## src/rtl/icache_pkg.sv

```systemverilog
package icache_pkg;
    typedef enum logic [1:0] {
        ST_IDLE,
        ST_FILL,
        ST_PASS,
        ST_REPLY
    } icache_state_e;
endpackage

```

## src/rtl/icache_store.sv

```systemverilog
module icache_store #(
    parameter int DATA_W = 32,
    parameter int OFF_W  = 2,
    parameter int IDX_W  = 4,
    parameter int TAG_W  = 10
) (
    input  logic              clk,
    input  logic              rst_n,
    input  logic [IDX_W-1:0]  lk_idx,
    input  logic [TAG_W-1:0]  lk_tag,
    input  logic [OFF_W-1:0]  lk_off,
    output logic              lk_hit,
    output logic [DATA_W-1:0] lk_data,
    input  logic              wr_en,
    input  logic [IDX_W-1:0]  wr_idx,
    input  logic [OFF_W-1:0]  wr_off,
    input  logic [DATA_W-1:0] wr_data,
    input  logic              seal_en,
    input  logic [TAG_W-1:0]  seal_tag,
    input  logic              flush
);
    localparam int LINES = 1 << IDX_W;
    localparam int WORDS = LINES << OFF_W;

    logic [LINES-1:0]  valid_q;
    logic [TAG_W-1:0]  tag_q  [LINES];
    logic [DATA_W-1:0] word_q [WORDS];

    always_ff @(posedge clk) begin
        if (!rst_n) begin
            valid_q <= '0;
            for (int i = 0; i < LINES; i++) tag_q[i] <= '0;
        end else if (flush) begin
            valid_q <= '0;
        end else if (seal_en) begin
            valid_q[wr_idx] <= 1'b1;
            tag_q[wr_idx]   <= seal_tag;
        end
    end

    always_ff @(posedge clk) begin
        if (wr_en) word_q[{wr_idx, wr_off}] <= wr_data;
    end

    assign lk_hit  = valid_q[lk_idx] && (tag_q[lk_idx] == lk_tag);
    assign lk_data = word_q[{lk_idx, lk_off}];

    // Flush wins over a simultaneous seal.
    assert_flush_clears_R8: assert property (@(posedge clk) disable iff (!rst_n)
        flush |=> (valid_q == '0));
    assert_seal_sets_R3: assert property (@(posedge clk) disable iff (!rst_n)
        (seal_en && !flush) |=> valid_q[$past(wr_idx)]);
endmodule

```

## src/rtl/icache_satcnt.sv

```systemverilog
module icache_satcnt #(
    parameter int CNT_W = 16
) (
    input  logic             clk,
    input  logic             rst_n,
    input  logic             inc,
    output logic [CNT_W-1:0] count
);
    always_ff @(posedge clk) begin
        if (!rst_n)                   count <= '0;
        else if (inc && count != '1)  count <= count + 1'b1;
    end

    assert_sat_hold_R7: assert property (@(posedge clk) disable iff (!rst_n)
        (count == '1) |=> (count == '1));
    assert_step_one_R7: assert property (@(posedge clk) disable iff (!rst_n)
        (count == $past(count)) || (count == $past(count) + 1'b1));
endmodule

```

## src/rtl/icache_ctrl.sv

```systemverilog
module icache_ctrl
    import icache_pkg::*;
#(
    parameter int ADDR_W = 16,
    parameter int DATA_W = 32,
    parameter int OFF_W  = 2
) (
    input  logic              clk,
    input  logic              rst_n,
    input  logic              req_valid,
    output logic              req_ready,
    input  logic [ADDR_W-1:0] req_addr,
    input  logic              req_irq,
    input  logic              req_data,
    output logic              rsp_valid,
    output logic [DATA_W-1:0] rsp_data,
    output logic              fl_req,
    output logic [ADDR_W-1:0] fl_addr,
    input  logic              fl_ack,
    input  logic [DATA_W-1:0] fl_rdata,
    input  logic              cfg_off,
    input  logic              cfg_noalloc,
    input  logic              flush,
    input  logic              lk_hit,
    input  logic [DATA_W-1:0] lk_data,
    output logic [ADDR_W-1:0] line_addr,
    output logic [OFF_W-1:0]  fill_off,
    output logic              wr_en,
    output logic              seal_en,
    output logic              hit_inc,
    output logic              miss_inc
);
    icache_state_e     state_q, state_d;
    logic [ADDR_W-1:0] addr_q;
    logic [OFF_W-1:0]  fill_q;
    logic              kill_q;
    logic [DATA_W-1:0] rsp_q;
    logic              quiet;

    assign quiet     = req_irq && cfg_noalloc && !req_data;
    assign line_addr = addr_q;
    assign fill_off  = fill_q;
    assign rsp_data  = rsp_q;

    always_ff @(posedge clk) begin
        if (!rst_n) state_q <= ST_IDLE;
        else        state_q <= state_d;
    end

    always_comb begin
        state_d   = state_q;
        req_ready = 1'b0;
        rsp_valid = 1'b0;
        fl_req    = 1'b0;
        fl_addr   = addr_q;
        wr_en     = 1'b0;
        seal_en   = 1'b0;
        hit_inc   = 1'b0;
        miss_inc  = 1'b0;
        unique case (state_q)
            ST_IDLE: begin
                req_ready = 1'b1;
                if (req_valid) begin
                    if (!cfg_off && lk_hit) begin
                        state_d = ST_REPLY;
                        hit_inc = !quiet;
                    end else if (cfg_off || quiet) begin
                        state_d = ST_PASS;
                    end else begin
                        state_d  = ST_FILL;
                        miss_inc = 1'b1;
                    end
                end
            end
            ST_FILL: begin
                fl_req  = 1'b1;
                fl_addr = {addr_q[ADDR_W-1:OFF_W], fill_q};
                if (fl_ack) begin
                    wr_en = 1'b1;
                    if (fill_q == '1) begin
                        seal_en = !(kill_q || flush);
                        state_d = ST_REPLY;
                    end
                end
            end
            ST_PASS: begin
                fl_req = 1'b1;
                if (fl_ack) state_d = ST_REPLY;
            end
            ST_REPLY: begin
                rsp_valid = 1'b1;
                state_d   = ST_IDLE;
            end
            default: state_d = ST_IDLE;
        endcase
    end

    always_ff @(posedge clk) begin
        if (!rst_n) begin
            addr_q <= '0;
            fill_q <= '0;
            kill_q <= 1'b0;
            rsp_q  <= '0;
        end else begin
            if (state_q == ST_IDLE && req_valid) begin
                addr_q <= req_addr;
                fill_q <= '0;
                kill_q <= flush;
                if (!cfg_off && lk_hit) rsp_q <= lk_data;
            end
            if (state_q == ST_FILL) begin
                if (flush) kill_q <= 1'b1;
                if (fl_ack) begin
                    fill_q <= fill_q + 1'b1;
                    if (fill_q == addr_q[OFF_W-1:0]) rsp_q <= fl_rdata;
                end
            end
            if (state_q == ST_PASS && fl_ack) rsp_q <= fl_rdata;
        end
    end

    assert_reply_pulse_R11: assert property (@(posedge clk) disable iff (!rst_n)
        rsp_valid |=> !rsp_valid);
    assert_flash_hold_R11: assert property (@(posedge clk) disable iff (!rst_n)
        (fl_req && !fl_ack) |=> (fl_req && $stable(fl_addr)));
    assert_fill_order_R3: assert property (@(posedge clk) disable iff (!rst_n)
        (state_q == ST_FILL && fl_ack && fl_addr[OFF_W-1:0] != '1)
        |=> (fl_req && fl_addr[OFF_W-1:0] == $past(fl_addr[OFF_W-1:0]) + 1'b1));
endmodule

```

## src/rtl/ifetch_cache.sv

```systemverilog
module ifetch_cache #(
    parameter int ADDR_W     = 16,
    parameter int DATA_W     = 32,
    parameter int LINES      = 16,
    parameter int LINE_WORDS = 4,
    parameter int CNT_W      = 16
) (
    input  logic              clk,
    input  logic              rst_n,
    input  logic              req_valid,
    output logic              req_ready,
    input  logic [ADDR_W-1:0] req_addr,
    input  logic              req_irq,
    input  logic              req_data,
    output logic              rsp_valid,
    output logic [DATA_W-1:0] rsp_data,
    output logic              fl_req,
    output logic [ADDR_W-1:0] fl_addr,
    input  logic              fl_ack,
    input  logic [DATA_W-1:0] fl_rdata,
    input  logic              cfg_cache_off,
    input  logic              cfg_irq_noalloc,
    input  logic              cfg_keep_on_write,
    input  logic              ev_flash_write,
    input  logic              ev_page_erase,
    output logic [CNT_W-1:0]  hit_count,
    output logic [CNT_W-1:0]  miss_count
);
    localparam int OFF_W = $clog2(LINE_WORDS);
    localparam int IDX_W = $clog2(LINES);
    localparam int TAG_W = ADDR_W - OFF_W - IDX_W;

    logic              flush;
    logic              lk_hit;
    logic [DATA_W-1:0] lk_data;
    logic [ADDR_W-1:0] line_addr;
    logic [OFF_W-1:0]  fill_off;
    logic              wr_en, seal_en;
    logic [1:0]        cnt_inc;
    logic [CNT_W-1:0]  cnt_val [2];

    assign flush = (ev_flash_write || ev_page_erase) && !cfg_keep_on_write;

    icache_ctrl #(.ADDR_W(ADDR_W), .DATA_W(DATA_W), .OFF_W(OFF_W)) u_ctrl (
        .clk, .rst_n, .req_valid, .req_ready, .req_addr, .req_irq, .req_data,
        .rsp_valid, .rsp_data, .fl_req, .fl_addr, .fl_ack, .fl_rdata,
        .cfg_off(cfg_cache_off), .cfg_noalloc(cfg_irq_noalloc), .flush,
        .lk_hit, .lk_data, .line_addr, .fill_off, .wr_en, .seal_en,
        .hit_inc(cnt_inc[0]), .miss_inc(cnt_inc[1])
    );

    icache_store #(.DATA_W(DATA_W), .OFF_W(OFF_W), .IDX_W(IDX_W), .TAG_W(TAG_W)) u_store (
        .clk, .rst_n,
        .lk_idx(req_addr[OFF_W +: IDX_W]),
        .lk_tag(req_addr[ADDR_W-1 -: TAG_W]),
        .lk_off(req_addr[OFF_W-1:0]),
        .lk_hit, .lk_data,
        .wr_en,
        .wr_idx(line_addr[OFF_W +: IDX_W]),
        .wr_off(fill_off),
        .wr_data(fl_rdata),
        .seal_en,
        .seal_tag(line_addr[ADDR_W-1 -: TAG_W]),
        .flush
    );

    for (genvar k = 0; k < 2; k++) begin : g_cnt
        icache_satcnt #(.CNT_W(CNT_W)) u_cnt (
            .clk, .rst_n, .inc(cnt_inc[k]), .count(cnt_val[k])
        );
    end

    assign hit_count  = cnt_val[0];
    assign miss_count = cnt_val[1];

    assert_off_quiet_R4: assert property (@(posedge clk) disable iff (!rst_n)
        $past(cfg_cache_off) |-> ($stable(hit_count) && $stable(miss_count)));
    assert_irq_uncounted_R6: assert property (@(posedge clk) disable iff (!rst_n)
        $past(req_valid && req_ready && req_irq && cfg_irq_noalloc && !req_data)
        |-> ($stable(hit_count) && $stable(miss_count)));
    assert_idle_no_flash_R1: assert property (@(posedge clk) disable iff (!rst_n)
        req_ready |-> !fl_req);
endmodule

```

## config.mk

```make
export PLATFORM = sky130hd
export DESIGN_NAME = ifetch_cache
export DESIGN_NICKNAME = d
export VERILOG_FILES = /design/src/rtl/icache_pkg.sv /design/src/rtl/icache_store.sv /design/src/rtl/icache_satcnt.sv /design/src/rtl/icache_ctrl.sv /design/src/rtl/ifetch_cache.sv
export SDC_FILE = /design/constraint.sdc
export NUM_CORES = 2
export LEC_CHECK = 0
export CORE_UTILIZATION = 45
export CTS_BUF_LIST = sky130_fd_sc_hd__clkbuf_8
export DETAILED_ROUTE_END_ITERATION = 12
export DONT_BUFFER_PORTS = 1
export MAX_ROUTING_LAYER = met4
export PLACE_DENSITY = 0.59
export RECOVER_POWER = 100
export SLEW_MARGIN = 20
export SYNTH_ARGS = -nofsm -noshare
export SYNTH_HDL_FRONTEND = slang
export SYNTH_SLANG_ARGS = --single-unit
```

## constraint.sdc

```tcl
create_clock -name clk -period 5 [get_ports clk]
set_input_delay 1 -clock clk [delete_from_list [all_inputs] [get_ports clk]]
set_output_delay 1 -clock clk [all_outputs]
set_load 0.1 [all_outputs]
```

Yosys cells after proc, flatten, opt, wreduce, memory -nomap -nowiden
Memory sizes are Yosys's and may differ from the RTL's.
Cells that the tools add are included.
{ "classes": {"n_addsub": 3, "muxes": 49, "n_lt_le_gt_ge": 3, "n_reduce_logical": 23, "n_eq_ne": 12, "bitwise_logic": 2} }
{ "op_table": {"columns": ["cell", "n"], "rows": [
  ["two-way mux 32 bit", 6],
  ["adder 16 x 1 -> 16 bit, second input constant", 2],
  ["inequality test 16 bit, second input constant", 2],
  ["two-way mux 1 bit", 28],
  ["two-way mux 2 bit", 10],
  ["bitwise OR 16 bit", 1],
  ["equality test 10 bit", 1],
  ["logical AND 1 bit", 10],
  ["less-than comparator 4 x 5 -> 1 bit, second input constant", 2],
  ["two-way mux 10 bit", 1],
  ["OR reduction 10 bit", 1],
  ["case mux 2 bit (4 select lines)", 1],
  ["equality test 2 bit, second input constant", 3],
  ["inequality test 2 bit, second input constant", 3],
  ["logical NOT 1 bit", 5],
  ["binary-select mux 1 bit (select 4 bit)", 1],
  ["demux 1 bit (select 4 bit)", 1],
  ["greater-or-equal comparator 4 x 1 -> 1 bit, second input constant", 1],
  ["two-way mux 4 bit", 1],
  ["AND reduction 4 bit", 1],
  ["OR reduction 2 bit", 2],
  ["logical OR 1 bit", 3],
  ["adder 2 x 1 -> 2 bit, second input constant", 1],
  ["equality test 2 x 1 -> 1 bit, second input constant", 1],
  ["other kinds (4)", 4]
]} }
{ "word_totals": {"inputBits": 59, "wordCells": 102, "regBits": 101, "memories": 2, "ramBits": 2208, "output_inout_bits": 83} }
{ "memory_table": {"columns": ["name", "words", "word_bits", "read_ports", "rd_clocked_by_memory_dff", "write_ports", "line_no", "rtl"], "rows": [
  ["u_store.word_q", 64, 32, 1, 0, 1, "icache_store.sv:27", "logic [DATA_W-1:0] word_q [WORDS];"],
  ["u_store.tag_q", 16, 10, 1, 0, 16, "icache_store.sv:26", "logic [TAG_W-1:0] tag_q [LINES];"]
]} }

Depth between registers and ports, before layout
{ "depth": {"ltp_word": 13, "ltp_mapped": 13} }

Modules after synthesis
A second synthesis with hierarchy kept.
{ "hier_totals": {"cells_unflattened": 3998, "area_unflattened_um2": 90150.2} }
{ "modules_own_cells": {"columns": ["module", "n_inst", "area_per_inst_um2", "cells_per_inst", "seq_area_each_um2"], "rows": [
  ["icache_store", 1, 85844.8, 3527, 66623.9],
  ["icache_ctrl", 1, 2621.3, 276, 1061.0],
  ["icache_satcnt", 2, 837.1, 97, 320.3],
  ["ifetch_cache", 1, 10.0, 1, 0.0]
]} }

Worst setup path after synthesis
OpenSTA, ideal clock, no wires.
{ "synth_path": {"path_type": "input to register", "from": "input port req_addr[0]", "to": "register u_ctrl.rsp_q[0], in the netlist u_ctrl.rsp_data[0]", "setup_ns": 0.133, "arrival_ns": 3.820, "slack_ns": 1.048, "path_stages": 8, "path_buffers": 3, "path_cell_list": "clkbuf_1 -> buf_1 -> buf_1 -> mux4_2 -> mux4_2 -> mux4_2 -> mux2i_1 -> a21oi_1"} }
{ "synth_via": {"elab_chain_cells": 7} }
{ "synth_lines": {"columns": ["element", "line_no", "rtl"], "rows": [
  ["from (decl)", "ifetch_cache.sv:12", "input logic [ADDR_W-1:0] req_addr,"],
  ["memory read (64 x 32 bit) *", null, null],
  ["two-way mux 32 bit *", "icache_ctrl.sv:109", "if (!cfg_off && lk_hit) rsp_q <= lk_data;"],
  ["two-way mux 32 bit *", "icache_ctrl.sv:105", "if (state_q == ST_IDLE && req_valid) begin"],
  ["two-way mux 32 bit", "icache_ctrl.sv:115", "if (fill_q == addr_q[OFF_W-1:0]) rsp_q <= fl_rdata;"],
  ["two-way mux 32 bit", "icache_ctrl.sv:113", "if (fl_ack) begin"],
  ["two-way mux 32 bit *", "icache_ctrl.sv:111", "if (state_q == ST_FILL) begin"],
  ["two-way mux 32 bit *", "icache_ctrl.sv:118", "if (state_q == ST_PASS && fl_ack) rsp_q <= fl_rdata;"],
  ["to (signal assigned)", "icache_ctrl.sv:109", null],
  ["to (signal assigned)", "icache_ctrl.sv:115", null],
  ["to (signal assigned)", "icache_ctrl.sv:118", null],
  ["to (decl)", "icache_ctrl.sv:37", "logic [DATA_W-1:0] rsp_q;"]
]} }
Every way passes the cells marked *; elsewhere a longest branch is shown, timed or not.
A chain may end at the register's enable or synchronous reset.

Worst setup path in the final report
{ "layout_path": {"from": "register u_ctrl.state_q[0]", "to": "register u_ctrl.rsp_q[25], in the netlist u_ctrl.rsp_data[25]"} }
{ "layout_via": {"elab_chain_cells": 7, "word_cells_on_any_way": 10, "cone_classes": "eq/ne: 2; mux: 5; reduce/logical: 3"} }
{ "layout_lines": {"columns": ["element", "line_no", "rtl"], "rows": [
  ["from (decl)", "icache_ctrl.sv:33", "icache_state_e state_q, state_d;"],
  ["from (signal assigned)", "icache_ctrl.sv:47", "else state_q <= state_d;"],
  ["logical NOT 2 bit", "icache_ctrl.sv:105", null],
  ["logical AND 1 bit", "icache_ctrl.sv:105", null],
  ["two-way mux 32 bit", "icache_ctrl.sv:105", null],
  ["two-way mux 32 bit", "icache_ctrl.sv:115", null],
  ["two-way mux 32 bit", "icache_ctrl.sv:113", null],
  ["two-way mux 32 bit", "icache_ctrl.sv:111", null],
  ["two-way mux 32 bit *", "icache_ctrl.sv:118", null]
]} }
Marks and branches as above.

==> results.md <==
- Most numerous cell in the Yosys netlist: edfxtp_1
- H-tree depth: 5
- Pre-CTS setup slack: approximately 0.76 ns
- Status: complete, but fails checks
- CTS max path bufs: 4
- GRT Resource Usage Total: 25.7%
- Setup TNS: 0 ns
- Startpoint types: flip-flop
- Clock power share: between 30% and 40%
- Boundary Pins: 142
- Synth Instances: ~4,000
- Via density: approximately 6.1
- Seq/Total Area, Yosys: 75.8%
- CTS Buf Count: roughly 380
- Most frequent cells after synthesis: 2,208 x edfxtp_1, 702 x mux4_2, 157 x and2_1
- CTS tree: built
- Reg2Reg Depth: 9
- Hold depth: 0
- Post-Syn Area: about 90,000 µm²
- Hpwl dp: about 130 mm
- Die Ht: 449 µm
- Final critical-path setup slack: 0.317 ns
- Initial DRC count: roughly 5,600
- Max FO, Critical Path: 25
- RSZ-0062 raised after global routing: no
- Max Fclk: around 0.21 GHz
- Die W: 449 µm
- Hold endpoint: u_store.word_q[17][16]
- Tcrit/Tclk final: a little over nine tenths
- Total power: 0.0394 W
- Vias in the first global route: ~44,000
- FFs w/ async S/R, synth: 0%
- Nets: between 4,000 and 5,000
- Net Sw Frac: approximately a quarter
- Seq pwr share: 55.7%
- Worst-path clk slew: about 0.06 ns
- Row count: 163
- Slew Viols, Final: between 1,500 and 2,000
- Syn_nets: ~4,100
- Grt ovf: 0
- VDD IR max: approximately 0.27 mV
- DR vias: 44,800
- Crit path time final: ~4.7 ns
- Cells taking the most area after synthesis: edfxtp_1 74%, mux4_2 18%, dfxtp_1 2.2%, and2_1 1.1%, mux2i_1 0.73%
- Req. time, crit path: 5.84 ns
- Distinct cells, synth: 60
- Leakage: around 32 nW
- CP Capture Type: flip-flop
- Top cell type's share of synthesized area: 73.6%
- Failing checks: capacitance limit, slew limit
- Yosys top cell by area: edfxtp_1
- Cts repair resizes: 0
- RR Endpoint: u_ctrl.rsp_data[25]
- Worst slew pin tran: ~2.8 ns
- First-pass DRT Iterations: 5
- Routed wire per std cell: 34.4 µm
- Max_slew headroom: -85.9%
- Final WL: 253 mm
- Worst R2R Start: u_ctrl.state_q[0]
- First-pass GRT wire length: ~350 mm
- Initial antenna violation count: 18
- MaxCap Viol Count: 92
- Power Dens Cells: 391 nW/µm²
- RD Place Congestion: a little under 0.8
- Internal Power: about 0.03 W
- Area grow syn2layout: 12.0%
- Reg2reg setup slack: 0.32 ns
- Synth Register Bits: 2,309
- Core box area: between 150,000 and 200,000 µm²
- CTS sink cnt: ~2,300
- Top FF cell, synth: edfxtp_1
- Switch Pwr: roughly 0.0096 W
- Clock Latency Late Sink: around 1.0 ns
- Share of cells above drive strength 1: between 20% and 30%
- Setup violations, final: 0
- WS Path Type: flip-flop to flip-flop
- Clock root buffer: clkbuf_8
- Comb power frac: between 6 and 7%
- Syn. warnings: 0
- Pin count of the biggest net entering global routing: 514
- CP arrival: about 5.5 ns
- # fillers: 15,800
- Post-synth EDFFs: 2,208
- Final Skew: about 0.059 ns
- Worst min-delay path startpoint: fl_rdata[16]
- Hold Crit Class: input pin to flip-flop
- Fin. Hold Viols: 0
- Total Die Area: between 200,000 and 250,000 µm²
- Initial Util: between 40 and 50%
- Syn Area/Cell: between 20 and 25 µm²
- Antenna-violating nets left: 0
- Residual DRC: 0
- PortBufs: 0
[power groups by stage]
| stage | logic (W) | registers, W | clock network (W) |
|---|---|---|---|
| finish | 0.00261 | 0.0220 | 0.0149 |
| global placement | 0.00234 | 0.0224 | 0 |
| detailed placement | 0.00234 | 0.0224 | 0 |
| global route | 0.00273 | 0.0220 | 0.0160 |
| CTS | 0.00251 | 0.0220 | 0.0152 |
| floorplan | 0.00165 | 0.0225 | 0 |
[worst max path at each step]
stage,start,to
floorplan,req_addr[0],u_ctrl.rsp_data[0]
global placement,req_addr[3],u_ctrl.rsp_data[11]
detailed placement,req_addr[3],u_ctrl.rsp_data[25]
CTS,u_ctrl.state_q[1],u_store.word_q[53][16]
global route,req_addr[0],u_ctrl.rsp_data[9]
finish,u_ctrl.state_q[0],u_ctrl.rsp_data[25]
[state kept, by name, indices dropped and copies added, names as in the netlist]
register           count
g_cnt.u_cnt.count     32
u_store.valid_q       16
u_ctrl.line_addr      16
u_ctrl.fill_off        2
u_ctrl.state_q         2
u_ctrl.kill_q          1
u_ctrl.rsp_data       32
u_store.tag_q        160
u_store.word_q      2048
[layer usage]
metal / vias up / track usage [%] / wire length (µm)
li1: 17800 / - / -
met1: 24400 / 35.9 / 104000
met2: 2180 / 39.1 / 121000
met3: 400 / 5.17 / 22300
met4: 0 / 6.31 / 5830
met5: - / - / 0
[per-stage QoR]
| stage | std cells | cell area (µm²) | util (%) | hold WS, ns |
|---|---|---|---|---|
| floorplan | 4047 | 90100 | - | 0.432 |
| global placement | 6604 | 94500 | 47.7 | 0.441 |
| detailed placement | 6610 | 94600 | 47.8 | 0.447 |
| CTS | 7327 | 102000 | 51.4 | 0.000325 |
| global route | 7340 | 101000 | 50.9 | 0.0192 |
| finish | 7344 | 101000 | 50.9 | 0.105 |
[cell families after synthesis]
logic type               Yosys count  synth area share, %
AO/OA/AOI/OAI                    202                 1.34
XOR/XNOR                          18                0.175
adder cells (fa/ha/maj)            8                0.111
buffers and inverters            266                 1.28
flip-flops                      2309                 75.8
multiplexers                     778                 18.5
AND/OR/NAND/NOR                  466                 2.75
[cells in the final DEF (no fill, tap or decap), types with 76 or more instances in the layout]
| master | count |
|---|---|
| a21oi_1 | 77 |
| and2_0 | 91 |
| clkbuf_1 | 121 |
| clkbuf_8 | 400 |
| clkinv_1 | 77 |
| dfxtp_1 | 101 |
| edfxtp_1 | 2208 |
| inv_1 | 169 |
| mux4_2 | 702 |
| nand2_1 | 76 |
| nor2_1 | 90 |
[repair_timing]
item	CTS	global route
endpoints found under the setup margin	0	0
hold buffers	51	3
hold endpoints to repair	402	4
setup buffers	0	0
[area by class of cell]
cell class                 instances  area [µm²]  share of cell area (%)
sequential                      2309       68300                    67.7
antenna                            6        15.0                  0.0149
timing repair buffer             231        1760                    1.74
inverter                          20        77.6                  0.0769
clock buffer                     400        5510                    5.46
tap                             2640        3300                    3.27
clock inverter                   266        1160                    1.15
multi-input combinational       1472       20700                    20.6
[critical path: stages (launching register included)]
cell and delay (ns):
dfxtp_1 0.34, inv_1 0.12, ha_1 0.16, clkbuf_1 0.98, nand2_1 0.30, a211oi_1 0.32, and4_1 1.47, buf_4 0.45
mux2i_1 0.23, a21oi_1 0.10
Power figures use the tool's default switching activity.
